**src/rtl/ecc_sram_pkg.sv**
```systemverilog
package ecc_sram_pkg;
  localparam int DW   = 16;
  localparam int NB   = DW / 8;
  localparam int PW   = 5;
  localparam int CW   = DW + PW;
  localparam int SW   = 5;

  function automatic bit is_pow2(int p);
    return (p & (p - 1)) == 0;
  endfunction

  function automatic logic [CW-1:0] hamm_enc(logic [DW-1:0] d);
    logic [CW-1:0] c;
    logic x;
    int j;
    c = '0;
    j = 0;
    for (int p = 1; p <= CW; p++) begin
      if (!is_pow2(p)) begin
        c[p-1] = d[j];
        j++;
      end
    end
    for (int k = 0; k < PW; k++) begin
      x = 1'b0;
      for (int p = 1; p <= CW; p++)
        if (((p >> k) & 1) == 1) x = x ^ c[p-1];
      c[(1 << k) - 1] = x;
    end
    return c;
  endfunction

  function automatic logic [PW-1:0] hamm_syn(logic [CW-1:0] c);
    logic [PW-1:0] s;
    s = '0;
    for (int k = 0; k < PW; k++)
      for (int p = 1; p <= CW; p++)
        if (((p >> k) & 1) == 1) s[k] = s[k] ^ c[p-1];
    return s;
  endfunction

  function automatic logic [DW-1:0] hamm_fix(logic [CW-1:0] c, logic [PW-1:0] s);
    logic [CW-1:0] cc;
    logic [DW-1:0] d;
    int si;
    int j;
    cc = c;
    si = int'(s);
    if (si >= 1 && si <= CW) cc[si-1] = ~cc[si-1];
    d = '0;
    j = 0;
    for (int p = 1; p <= CW; p++) begin
      if (!is_pow2(p)) begin
        d[j] = cc[p-1];
        j++;
      end
    end
    return d;
  endfunction
endpackage

```
**src/rtl/ecc_sram_ctrl.sv**
```systemverilog
module ecc_sram_ctrl import ecc_sram_pkg::*; #(
  parameter int ADDR_W = 6
) (
  input  logic              cs1_n,
  input  logic              cs2,
  input  logic              dual_en,
  input  logic              we_n,
  input  logic              oe_n,
  input  logic              ub_n,
  input  logic              lb_n,
  input  logic              byte_mode,
  input  logic [ADDR_W:0]   addr,
  output logic              wr,
  output logic              rd,
  output logic [ADDR_W-1:0] idx,
  output logic [NB-1:0]     mask,
  output logic              lane,
  output logic              idle_nxt
);
  logic sel, act;

  always_comb begin
    sel      = !cs1_n && (!dual_en || cs2);
    act      = sel && !(ub_n && lb_n);
    wr       = act && !we_n;
    rd       = act && we_n && !oe_n;
    idle_nxt = !act;
    lane     = byte_mode && addr[0];
    if (byte_mode) begin
      idx  = addr[ADDR_W:1];
      mask = addr[0] ? 2'b10 : 2'b01;
    end else begin
      idx  = addr[ADDR_W-1:0];
      mask = {!ub_n, !lb_n};
    end
  end
endmodule

```
**src/rtl/ecc_sram_array.sv**
```systemverilog
module ecc_sram_array import ecc_sram_pkg::*; #(
  parameter int ADDR_W = 6,
  localparam int DEPTH = 1 << ADDR_W
) (
  input  logic              clk,
  input  logic              wr,
  input  logic [ADDR_W-1:0] idx,
  input  logic [NB-1:0]     mask,
  input  logic [DW-1:0]     wdata,
  input  logic [DW-1:0]     fixed,
  input  logic              inj_en,
  input  logic [ADDR_W-1:0] inj_addr,
  input  logic [SW-1:0]     inj_bit,
  output logic [CW-1:0]     rd_cw
);
  localparam logic [SW-1:0] CW_L = SW'(CW);

  logic [CW-1:0] mem [DEPTH];
  logic [DW-1:0] merged;

  assign rd_cw = mem[idx];

  always_comb begin
    for (int b = 0; b < NB; b++)
      merged[b*8 +: 8] = mask[b] ? wdata[b*8 +: 8] : fixed[b*8 +: 8];
  end

  always_ff @(posedge clk) begin
    if (wr)
      mem[idx] <= hamm_enc(merged);
    else if (inj_en && inj_bit < CW_L)
      mem[inj_addr][inj_bit] <= ~mem[inj_addr][inj_bit];
  end
endmodule

```
**src/rtl/ecc_sram_rdport.sv**
```systemverilog
module ecc_sram_rdport import ecc_sram_pkg::*; (
  input  logic          clk,
  input  logic          rst,
  input  logic          rd,
  input  logic [NB-1:0] mask,
  input  logic          byte_mode,
  input  logic          lane,
  input  logic [DW-1:0] data,
  input  logic          syn_nz,
  input  logic          idle_nxt,
  output logic [DW-1:0] rdata,
  output logic          rvalid_hi,
  output logic          rvalid_lo,
  output logic          err,
  output logic          standby
);
  logic [DW-1:0] lane_data;

  always_comb begin
    if (byte_mode) begin
      lane_data = {8'h00, lane ? data[15:8] : data[7:0]};
    end else begin
      for (int b = 0; b < NB; b++)
        lane_data[b*8 +: 8] = mask[b] ? data[b*8 +: 8] : 8'h00;
    end
  end

  always_ff @(posedge clk) begin
    if (rst) begin
      rdata     <= '0;
      rvalid_hi <= 1'b0;
      rvalid_lo <= 1'b0;
      err       <= 1'b0;
      standby   <= 1'b1;
    end else begin
      standby <= idle_nxt;
      if (rd) begin
        rdata     <= lane_data;
        rvalid_hi <= !byte_mode && mask[1];
        rvalid_lo <= byte_mode || mask[0];
        err       <= syn_nz;
      end else begin
        rdata     <= '0;
        rvalid_hi <= 1'b0;
        rvalid_lo <= 1'b0;
        err       <= 1'b0;
      end
    end
  end
endmodule

```
**src/rtl/ecc_sram.sv**
```systemverilog
module ecc_sram import ecc_sram_pkg::*; #(
  parameter int ADDR_W = 6
) (
  input  logic              clk,
  input  logic              rst,
  input  logic              cs1_n,
  input  logic              cs2,
  input  logic              dual_en,
  input  logic              we_n,
  input  logic              oe_n,
  input  logic              ub_n,
  input  logic              lb_n,
  input  logic              byte_mode,
  input  logic [ADDR_W:0]   addr,
  input  logic [DW-1:0]     wdata,
  input  logic              inj_en,
  input  logic [ADDR_W-1:0] inj_addr,
  input  logic [SW-1:0]     inj_bit,
  output logic [DW-1:0]     rdata,
  output logic              rvalid_hi,
  output logic              rvalid_lo,
  output logic              err,
  output logic              standby
);
  logic              wr, rd, lane, idle_nxt;
  logic [ADDR_W-1:0] idx;
  logic [NB-1:0]     mask;
  logic [CW-1:0]     rd_cw;
  logic [PW-1:0]     syn;
  logic [DW-1:0]     fixed;
  logic [DW-1:0]     wsteer;

  ecc_sram_ctrl #(.ADDR_W(ADDR_W)) u_ctrl (
    .cs1_n(cs1_n), .cs2(cs2), .dual_en(dual_en), .we_n(we_n), .oe_n(oe_n),
    .ub_n(ub_n), .lb_n(lb_n), .byte_mode(byte_mode), .addr(addr),
    .wr(wr), .rd(rd), .idx(idx), .mask(mask), .lane(lane), .idle_nxt(idle_nxt)
  );

  assign syn    = hamm_syn(rd_cw);
  assign fixed  = hamm_fix(rd_cw, syn);
  assign wsteer = byte_mode ? {wdata[7:0], wdata[7:0]} : wdata;

  ecc_sram_array #(.ADDR_W(ADDR_W)) u_array (
    .clk(clk), .wr(wr), .idx(idx), .mask(mask), .wdata(wsteer), .fixed(fixed),
    .inj_en(inj_en), .inj_addr(inj_addr), .inj_bit(inj_bit), .rd_cw(rd_cw)
  );

  ecc_sram_rdport u_rdport (
    .clk(clk), .rst(rst), .rd(rd), .mask(mask), .byte_mode(byte_mode),
    .lane(lane), .data(fixed), .syn_nz(syn != '0), .idle_nxt(idle_nxt),
    .rdata(rdata), .rvalid_hi(rvalid_hi), .rvalid_lo(rvalid_lo),
    .err(err), .standby(standby)
  );
endmodule

```
**config.mk**
```make
export PLATFORM = sky130hd
export DESIGN_NAME = ecc_sram
export DESIGN_NICKNAME = d
export VERILOG_FILES = /design/src/rtl/ecc_sram_pkg.sv /design/src/rtl/ecc_sram_ctrl.sv /design/src/rtl/ecc_sram_array.sv /design/src/rtl/ecc_sram_rdport.sv /design/src/rtl/ecc_sram.sv
export SDC_FILE = /design/constraint.sdc
export NUM_CORES = 2
export LEC_CHECK = 0
export CAP_MARGIN = 20
export CORE_MARGIN = 8
export CORE_UTILIZATION = 45
export DETAILED_ROUTE_END_ITERATION = 8
export DONT_BUFFER_PORTS = 1
export PLACE_DENSITY = 0.58
export SYNTH_ARGS = -nofsm -noshare
export SYNTH_HDL_FRONTEND = slang
export SYNTH_SLANG_ARGS = --single-unit
```
**constraint.sdc**
```tcl
create_clock -name clk -period 17.3 [get_ports clk]
set_clock_uncertainty 0.05 [all_clocks]
set_input_delay 3.46 -clock clk [delete_from_list [all_inputs] [get_ports clk]]
set_output_delay 3.46 -clock clk [all_outputs]
set_load 0.05 [all_outputs]
```
After elaboration in Yosys (flattened, before gate mapping)
Memory sizes are Yosys's and may differ from the RTL's.
Index checks and enable logic that the tools add are counted.
{"block": "totals", "rom_bits": 0, "latch_bits": 0, "ff_bits": 20, "out_inout_bits": 20, "memories": 1, "elab_cells": 298, "mem_bits_rw": 1344}
{"block": "classes", "mul": 0, "magnitude_cmp": 22, "addsub": 15, "muxes": 144, "n_eq_ne": 0, "n_shift": 0, "n_bitwise": 83, "n_reduce_logical": 27, "div_mod_pow": 0}
{"name": "u_array.mem", "depth": 64, "width": 21, "read_ports": 2, "rd_clocked_by_memory_dff": 0, "write_ports": 1, "line": "ecc_sram_array.sv:18", "rtl": "logic [CW-1:0] mem [DEPTH];"}
{"cell": "< comparator 32 x 6 -> 1 bit, second input constant", "count": 15}
{"cell": "two-way mux 32 bit", "count": 15}
{"cell": "adder 32 x 2 -> 32 bit, second input constant", "count": 14}
{"cell": "two-way mux 1 bit", "count": 95}
{"cell": "two-way mux 21 bit", "count": 4}
{"cell": "bitwise XOR 1 bit", "count": 79}
{"cell": "binary-select mux 1 bit (select 4 bit)", "count": 15}
{"cell": "two-way mux 8 bit", "count": 5}
{"cell": "bitwise mux 21 bit", "count": 1}
{"cell": "OR reduction 21 bit", "count": 1}
{"cell": "two-way mux 16 bit", "count": 1}
{"cell": "logical AND 1 bit", "count": 12}
{"cell": "two-way mux 6 bit", "count": 2}
{"cell": "binary-select mux 1 bit (select 5 bit)", "count": 2}
{"cell": "demux 1 bit (select 5 bit)", "count": 2}
{"cell": "greater-or-equal comparator 5 x 1 -> 1 bit, second input constant", "count": 2}
{"cell": "logical NOT 1 bit", "count": 9}
{"cell": "< comparator 6 x 7 -> 1 bit, second input constant", "count": 1}
{"cell": "greater-or-equal comparator 6 x 1 -> 1 bit, second input constant", "count": 1}
{"cell": "< comparator 5 x 6 -> 1 bit, second input constant", "count": 1}
{"cell": "subtractor 5 x 1 -> 6 bit, second input constant", "count": 1}
{"cell": "<= comparator 5 bit, second input constant", "count": 1}
{"cell": "< comparator 5 bit, second input constant", "count": 1}
{"cell": "nonzero test 5 bit", "count": 1}
{"cell": "other kinds (5)", "count": 10}

Longest topological paths before layout
An unclocked memory read counts as a cell.
{"block": "logic_depth", "ltp_word": 43, "mapped_depth": 36}

By module
A second synthesis with hierarchy kept.
{"block": "hier_totals", "cells_unflattened": 4892, "area_unflattened_um2": 71604.9}
{"mod": "ecc_sram_array", "cells_per_inst": 4688, "seq_area_each_um2": 40358.7, "instances": 1, "area_each_um2": 69474.1}
{"mod": "ecc_sram", "cells_per_inst": 140, "seq_area_each_um2": 0.0, "instances": 1, "area_each_um2": 1347.5}
{"mod": "ecc_sram_rdport", "cells_per_inst": 46, "seq_area_each_um2": 400.4, "instances": 1, "area_each_um2": 605.6}
{"mod": "ecc_sram_ctrl", "cells_per_inst": 18, "seq_area_each_um2": 0.0, "instances": 1, "area_each_um2": 177.7}

Worst setup path after synthesis
Ideal clock, no wire load.
{"block": "synth_path", "path_kind": "input port to flip-flop", "startpoint": "input port addr[1]", "endpoint": "memory u_array.mem[0][1] in the netlist's numbering (data pin)", "required_ns": 16.548, "path_slack_ns": 4.261, "cell_stages": 34, "arrival_ns": 12.287, "setup_ns": 0.702, "cell_sequence": "buf_6 > buf_12 > buf_12 > buf_12 > buf_8 > buf_6 > buf_6 > buf_8 > buf_8 > buf_6 > buf_6 > buf_6 > mux4_2 > o21ai_0 > o21a_1 > o21ai_0 > a211oi_1 > a21o_1 > xnor2_1 > xnor2_1 > ha_1 > ha_1 > clkbuf_1 > clkbuf_1 > mux2_2 > o21ai_0 > mux2i_1 > o21ai_1 > a41oi_1 > a21oi_1 > xnor3_1 > xnor3_1 > xor2_1 > o21ai_0"}
{"block": "synth_via", "elab_chain_cells": 41, "elab_cells_between_ends": 111}
{"item": "start, declared", "line": "ecc_sram.sv:14", "rtl": "input logic [ADDR_W:0] addr,"}
{"item": "two-way mux 6 bit (*)", "line": "ecc_sram_ctrl.sv:29", "rtl": "if (byte_mode) begin"}
{"item": "memory (64 x 21 bit) (*)"}
{"item": "bitwise XOR 1 bit (10 in series)", "line": "ecc_sram_pkg.sv:38", "rtl": "if (((p >> k) & 1) == 1) s[k] = s[k] ^ c[p-1];"}
{"item": "subtractor 5 x 1 -> 6 bit", "line": "ecc_sram_pkg.sv:49", "rtl": "if (si >= 1 && si <= CW) cc[si-1] = ~cc[si-1];"}
{"item": "< comparator 6 x 7 -> 1 bit (not written as such) (tied with other cells)", "line": "ecc_sram_pkg.sv:49"}
{"item": "logical AND 1 bit (not written as such) / two-way mux 1 bit (equally long branches)", "line": "ecc_sram_pkg.sv:49"}
{"item": "two-way mux 1 bit (not written as such)", "line": "ecc_sram_pkg.sv:49"}
{"item": "demux 1 bit (select 5 bit) / inverter 1 bit (equally long branches)", "line": "ecc_sram_pkg.sv:49"}
{"item": "(+16 left out)"}
{"item": "two-way mux 1 bit", "line": "ecc_sram_array.sv:29", "rtl": "if (wr)"}
{"item": "bitwise XOR 1 bit", "line": "ecc_sram_pkg.sv:27", "rtl": "if (((p >> k) & 1) == 1) x = x ^ c[p-1];"}
{"item": "two-way mux 1 bit", "line": "ecc_sram_array.sv:29"}
{"item": "bitwise XOR 1 bit", "line": "ecc_sram_pkg.sv:27"}
{"item": "two-way mux 1 bit", "line": "ecc_sram_array.sv:29"}
{"item": "bitwise XOR 1 bit (*)", "line": "ecc_sram_pkg.sv:27"}
{"item": "two-way mux 1 bit (*)", "line": "ecc_sram_array.sv:29"}
{"item": "two-way mux 21 bit (no source line) (*)"}
{"item": "end, declared", "line": "ecc_sram_array.sv:18"}
Every way passes the cells marked *; elsewhere a longest branch is shown, timed or not. The select of a mux whose other input is x is not followed.

Worst setup path in the final report
{"block": "layout_path", "startpoint": "input port addr[1]", "endpoint": "memory u_array.mem[20][0] in the netlist's numbering (data pin)"}
{"block": "layout_via", "elab_chain_cells": 43, "elab_cells_between_ends": 117}
{"item": "two-way mux 6 bit (*)", "line": "ecc_sram_ctrl.sv:29"}
{"item": "memory (64 x 21 bit) (*)"}
{"item": "bitwise XOR 1 bit (10 in series)", "line": "ecc_sram_pkg.sv:38"}
{"item": "subtractor 5 x 1 -> 6 bit", "line": "ecc_sram_pkg.sv:49"}
{"item": "< comparator 6 x 7 -> 1 bit (not written as such) (tied with other cells)", "line": "ecc_sram_pkg.sv:49"}
{"item": "logical AND 1 bit (not written as such) / two-way mux 1 bit (equally long branches)", "line": "ecc_sram_pkg.sv:49"}
{"item": "two-way mux 1 bit (not written as such)", "line": "ecc_sram_pkg.sv:49"}
{"item": "demux 1 bit (select 5 bit) / inverter 1 bit (equally long branches)", "line": "ecc_sram_pkg.sv:49"}
{"item": "(+18 left out)"}
{"item": "two-way mux 1 bit", "line": "ecc_sram_array.sv:29"}
{"item": "bitwise XOR 1 bit", "line": "ecc_sram_pkg.sv:27"}
{"item": "two-way mux 1 bit", "line": "ecc_sram_array.sv:29"}
{"item": "bitwise XOR 1 bit", "line": "ecc_sram_pkg.sv:27"}
{"item": "two-way mux 1 bit", "line": "ecc_sram_array.sv:29"}
{"item": "bitwise XOR 1 bit (*)", "line": "ecc_sram_pkg.sv:27"}
{"item": "two-way mux 1 bit (*)", "line": "ecc_sram_array.sv:29"}
{"item": "two-way mux 21 bit (no source line) (*)"}
Marks and branches as above.

==> impl_metrics.ini <==
[sta]
period_share_pct = 76.66
setup_violations = 0
fin_crit_ns = 13.26
worst_slew_pin_slew_ns = 2.768
tns_ns = 0
final-max-slew-violation-count = 458
slew_headroom_pct = -84.51
hold_viol_final = 0
max_freq_mhz = 75.41
rsz0062_at_grt = no

[clock_network]
path_clk_slew_ns = 0.06
clock_sinks = 1364
clockBufferDepth = 3
clk_latency_ns = 0.83
h-tree-depth = 4
root_buffer = clkbuf_16
cts-resized-gates = 0
cts_buffers = 156
cts_tree = yes
cts_hold_buf = 0
cts_post_setup_buffers_inserted = 0

[power_and_ir_drop]
p_int_uw = 6924
seq_power_share_pct = 42.6
switchingPower_uw = 3120
pwr-share-comb_pct = 24.6
power_density_nw_per_um2 = 113.7
pwr-share-clk_pct = 32.8
ir_drop_mv = 0.2131
power_leakage_uw = 0.02750
switching_share_pct = 31.06

[setup_path]
start_kind = input pin
path_buf_inv = 2
reg2reg_from = u_array.mem[52][14]
crit_start = addr[1]
crit_top_cell = xnor2_1
path_cells = nor2b_1 -> buf_4 -> a22oi_1 -> nand2_1 -> a21oi_1 -> o41ai_1 -> and4_1 -> xnor2_1 -> xnor2_1 -> xnor2_1 -> ha_1 -> ha_1 -> mux2_2 -> o21ai_0 -> mux2i_1 -> o21ai_1 -> a41oi_1 -> a21oi_1 -> xnor3_1 -> xnor3_1 -> xnor2_1 -> a21bo_2 -> buf_16
endpoint_kind = register
cp_max_fo = 586
crit_family = compound AO/OA/AOI/OAI gates
cp.arrival_ns = 13.86
cpPeakStageDelay_ns = 1.60
slowest_stage = nor2b_1
path_class = in2reg
worstPathRequired_ns = 17.90

[drt]
route.detailed.drc = 0
wire_per_inst_um = 36.15
firstDrtPassIters = 6
via_count = 57730
final_antenna_net_count = 0
drt_iter0_drc = 8273
finalWirelength_um = 296200
vias_per_cell = 7.045

[synth]
syn_nets = 6054
syn_avg_cell_area_um2 = 13.64
synth_cells = 6004
ys_ff_latch = 1364
synth_edf_count = 1344
synth-async-reset-ratio_pct = 0
seq_area_frac_synth_pct = 49.76
yosysWarnings = 0
synth-main-ff-cell = edfxtp_1
ys_types = 107
synth_area_um2 = 81920

[die]
ios = 65
die_w_um = 442.7
rows = 156
die_h_um = 442.7
dieArea_um2 = 195900
start_util_pct = 45.32
coreArea_um2 = 180700

[outcome]
violations = slew limit
outcome = finished with violations

[flow_run]
cap_violations = 0

[global_routing]
grt_pass1_vias = 55080
grt_overflow = 0
antenna_found_initial = 17
grt_usage_pct = 29.31
grt_pass1_wl_um = 415400
grt_max_degree = 587

[cells_and_area]
layout_commonest_cell = nor2_1
fin_area_um2 = 88330
stdcell_count = 8195
final_cell_mix = nor2_1 (1445), edfxtp_1 (1344), mux4_2 (942)
seq_area_um2 = 40760
drive_above_1_share_pct = 25.06
fill_cells = 15760
final_net_count = 5733
syn2layout_area_growth_pct = 7.833
multi_input_area_um2 = 38220

[placement]
io_buffers = 0
place_area_um2 = 83230
dp_cells = 7891
place_congestion = 0.9012
hpwl_um = 170400

[worst_hold_path]
hold_path_startpoint = u_array.mem[38][11]
min_path_type = reg2reg
[synthesized netlist by cell type (11+ instances only)]
library cell     n  area, µm²
buf_2           57      285.3
a21oi_1        116      580.6
xnor2_1         19      166.4
nor3_1          23      115.1
a22o_1          17      148.9
a211oi_1        42      315.3
o21ai_0         57      285.3
o22ai_1         51      319.1
dfxtp_1         20      400.4
a22oi_1         83      623.1
nand4_1         15      93.84
edfxtp_1      1344      40360
mux2_2          22      247.7
nand2_1        401       1505
clkbuf_1       386       1449
nand3_1        117      585.6
nor4_1          11      68.82
and3_1          14      87.58
inv_1           12      45.04
buf_1           56      210.2
a32oi_1         20      175.2
buf_6           53      596.8
o31ai_1         15      112.6
nor2b_1         29      181.4
o211ai_1        16      120.1
nor2_1        1448       5435
xor2_1          11      96.34
a31oi_1         34      212.7
mux4_2         942      21220
mux2i_1        263       2633
buf_4           64      480.5
nand2b_1        15      93.84
[per-layer routing]
layer  up-vias  GRT usage, %  share of wire, %
met5         -             0                 0
met4         0         14.36               5.8
met3       704         8.564                13
met2      3938         43.67                44
met1     30300         39.51                37
li1      22790             -                 -
[sequential cells by signal (all words and copies together), names as in the netlist]
signal / count
u_rdport.standby: 1
u_rdport.rdata: 16
u_array.mem: 1344
u_rdport.rvalid_lo: 1
u_rdport.rvalid_hi: 1
u_rdport.err: 1
[logic make-up (layout without fill, tap and decap cells)]
group	Yosys count	count (layout)	share of synthesized area, %
AO/OA/AOI/OAI	554	554	4.674
other	0	12	0
XOR/XNOR	47	47	0.7820
multiplexers	1244	1244	29.92
buffers and inverters	656	465	4.246
adder cells (fa/ha/maj)	5	5	0.07637
AND/OR/NAND/NOR	2134	2134	10.54
flip-flops	1364	1364	49.76
[final timing paths]
check                            end  slack, ns  depth (start not counted)
setup / recovery  u_array.mem[20][0]       4.04                         23
hold / removal     u_rdport.rdata[7]       1.59                          9
setup reg to reg  u_array.mem[20][0]       8.26                         22
hold reg to reg    u_rdport.rdata[7]       1.59                          9
[per-stage QoR]
stage          hold WS, ns  util (%)  worst slack, ns  total power, µW
2_1_floorplan        1.020         -            4.261             6034
3_3_place_gp         1.526     46.01            4.570             6682
3_5_place_dp         1.515     46.05            4.348             6696
4_1_cts              1.525     48.81            5.206             9956
5_1_grt              1.628     48.86            4.627            10300
6_report             1.594     48.87            4.039            10040
[worst register-to-register path, cell delays in order, from the launching register on]
cell	delay, ns
edfxtp_1	0.41
mux4_4	0.62
mux2i_1	0.45
a22oi_1	0.24
a22oi_1	0.90
and3_1	0.54
xnor2_1	0.16
xnor2_1	0.31
xnor2_1	0.14
xnor2_1	0.15
ha_1	0.54
ha_1	0.76
mux2_2	0.39
o21ai_0	0.16
mux2i_1	0.11
o21ai_1	0.18
a41oi_1	0.29
a21oi_1	0.43
xnor3_1	0.40
xnor3_1	0.26
xnor2_1	0.42
a21bo_2	0.67
buf_16	0.27
[area by class of cell]
type / instances / share of cell area, %
Clock buffer: 188 / 4.687
Clock inverter: 100 / 0.9618
Timing Repair Buffer: 163 / 1.486
Tap cell: 2370 / 3.357
Multi-Input combinational cell: 3984 / 43.27
Sequential cell: 1364 / 46.14
Inverter: 14 / 0.06232
Antenna cell: 12 / 0.03400
[power groups by stage]
| stage | combinational [µW] | clock [µW] | sequential (µW) |
|---|---|---|---|
| after floorplan | 1620 | 0 | 4410 |
| after global placement | 2330 | 0 | 4360 |
| after detailed placement | 2340 | 0 | 4360 |
| after CTS | 2340 | 3330 | 4290 |
| after global routing | 2580 | 3440 | 4280 |
| final | 2470 | 3290 | 4280 |
No activity file was read; power rests on OpenSTA's default activity.
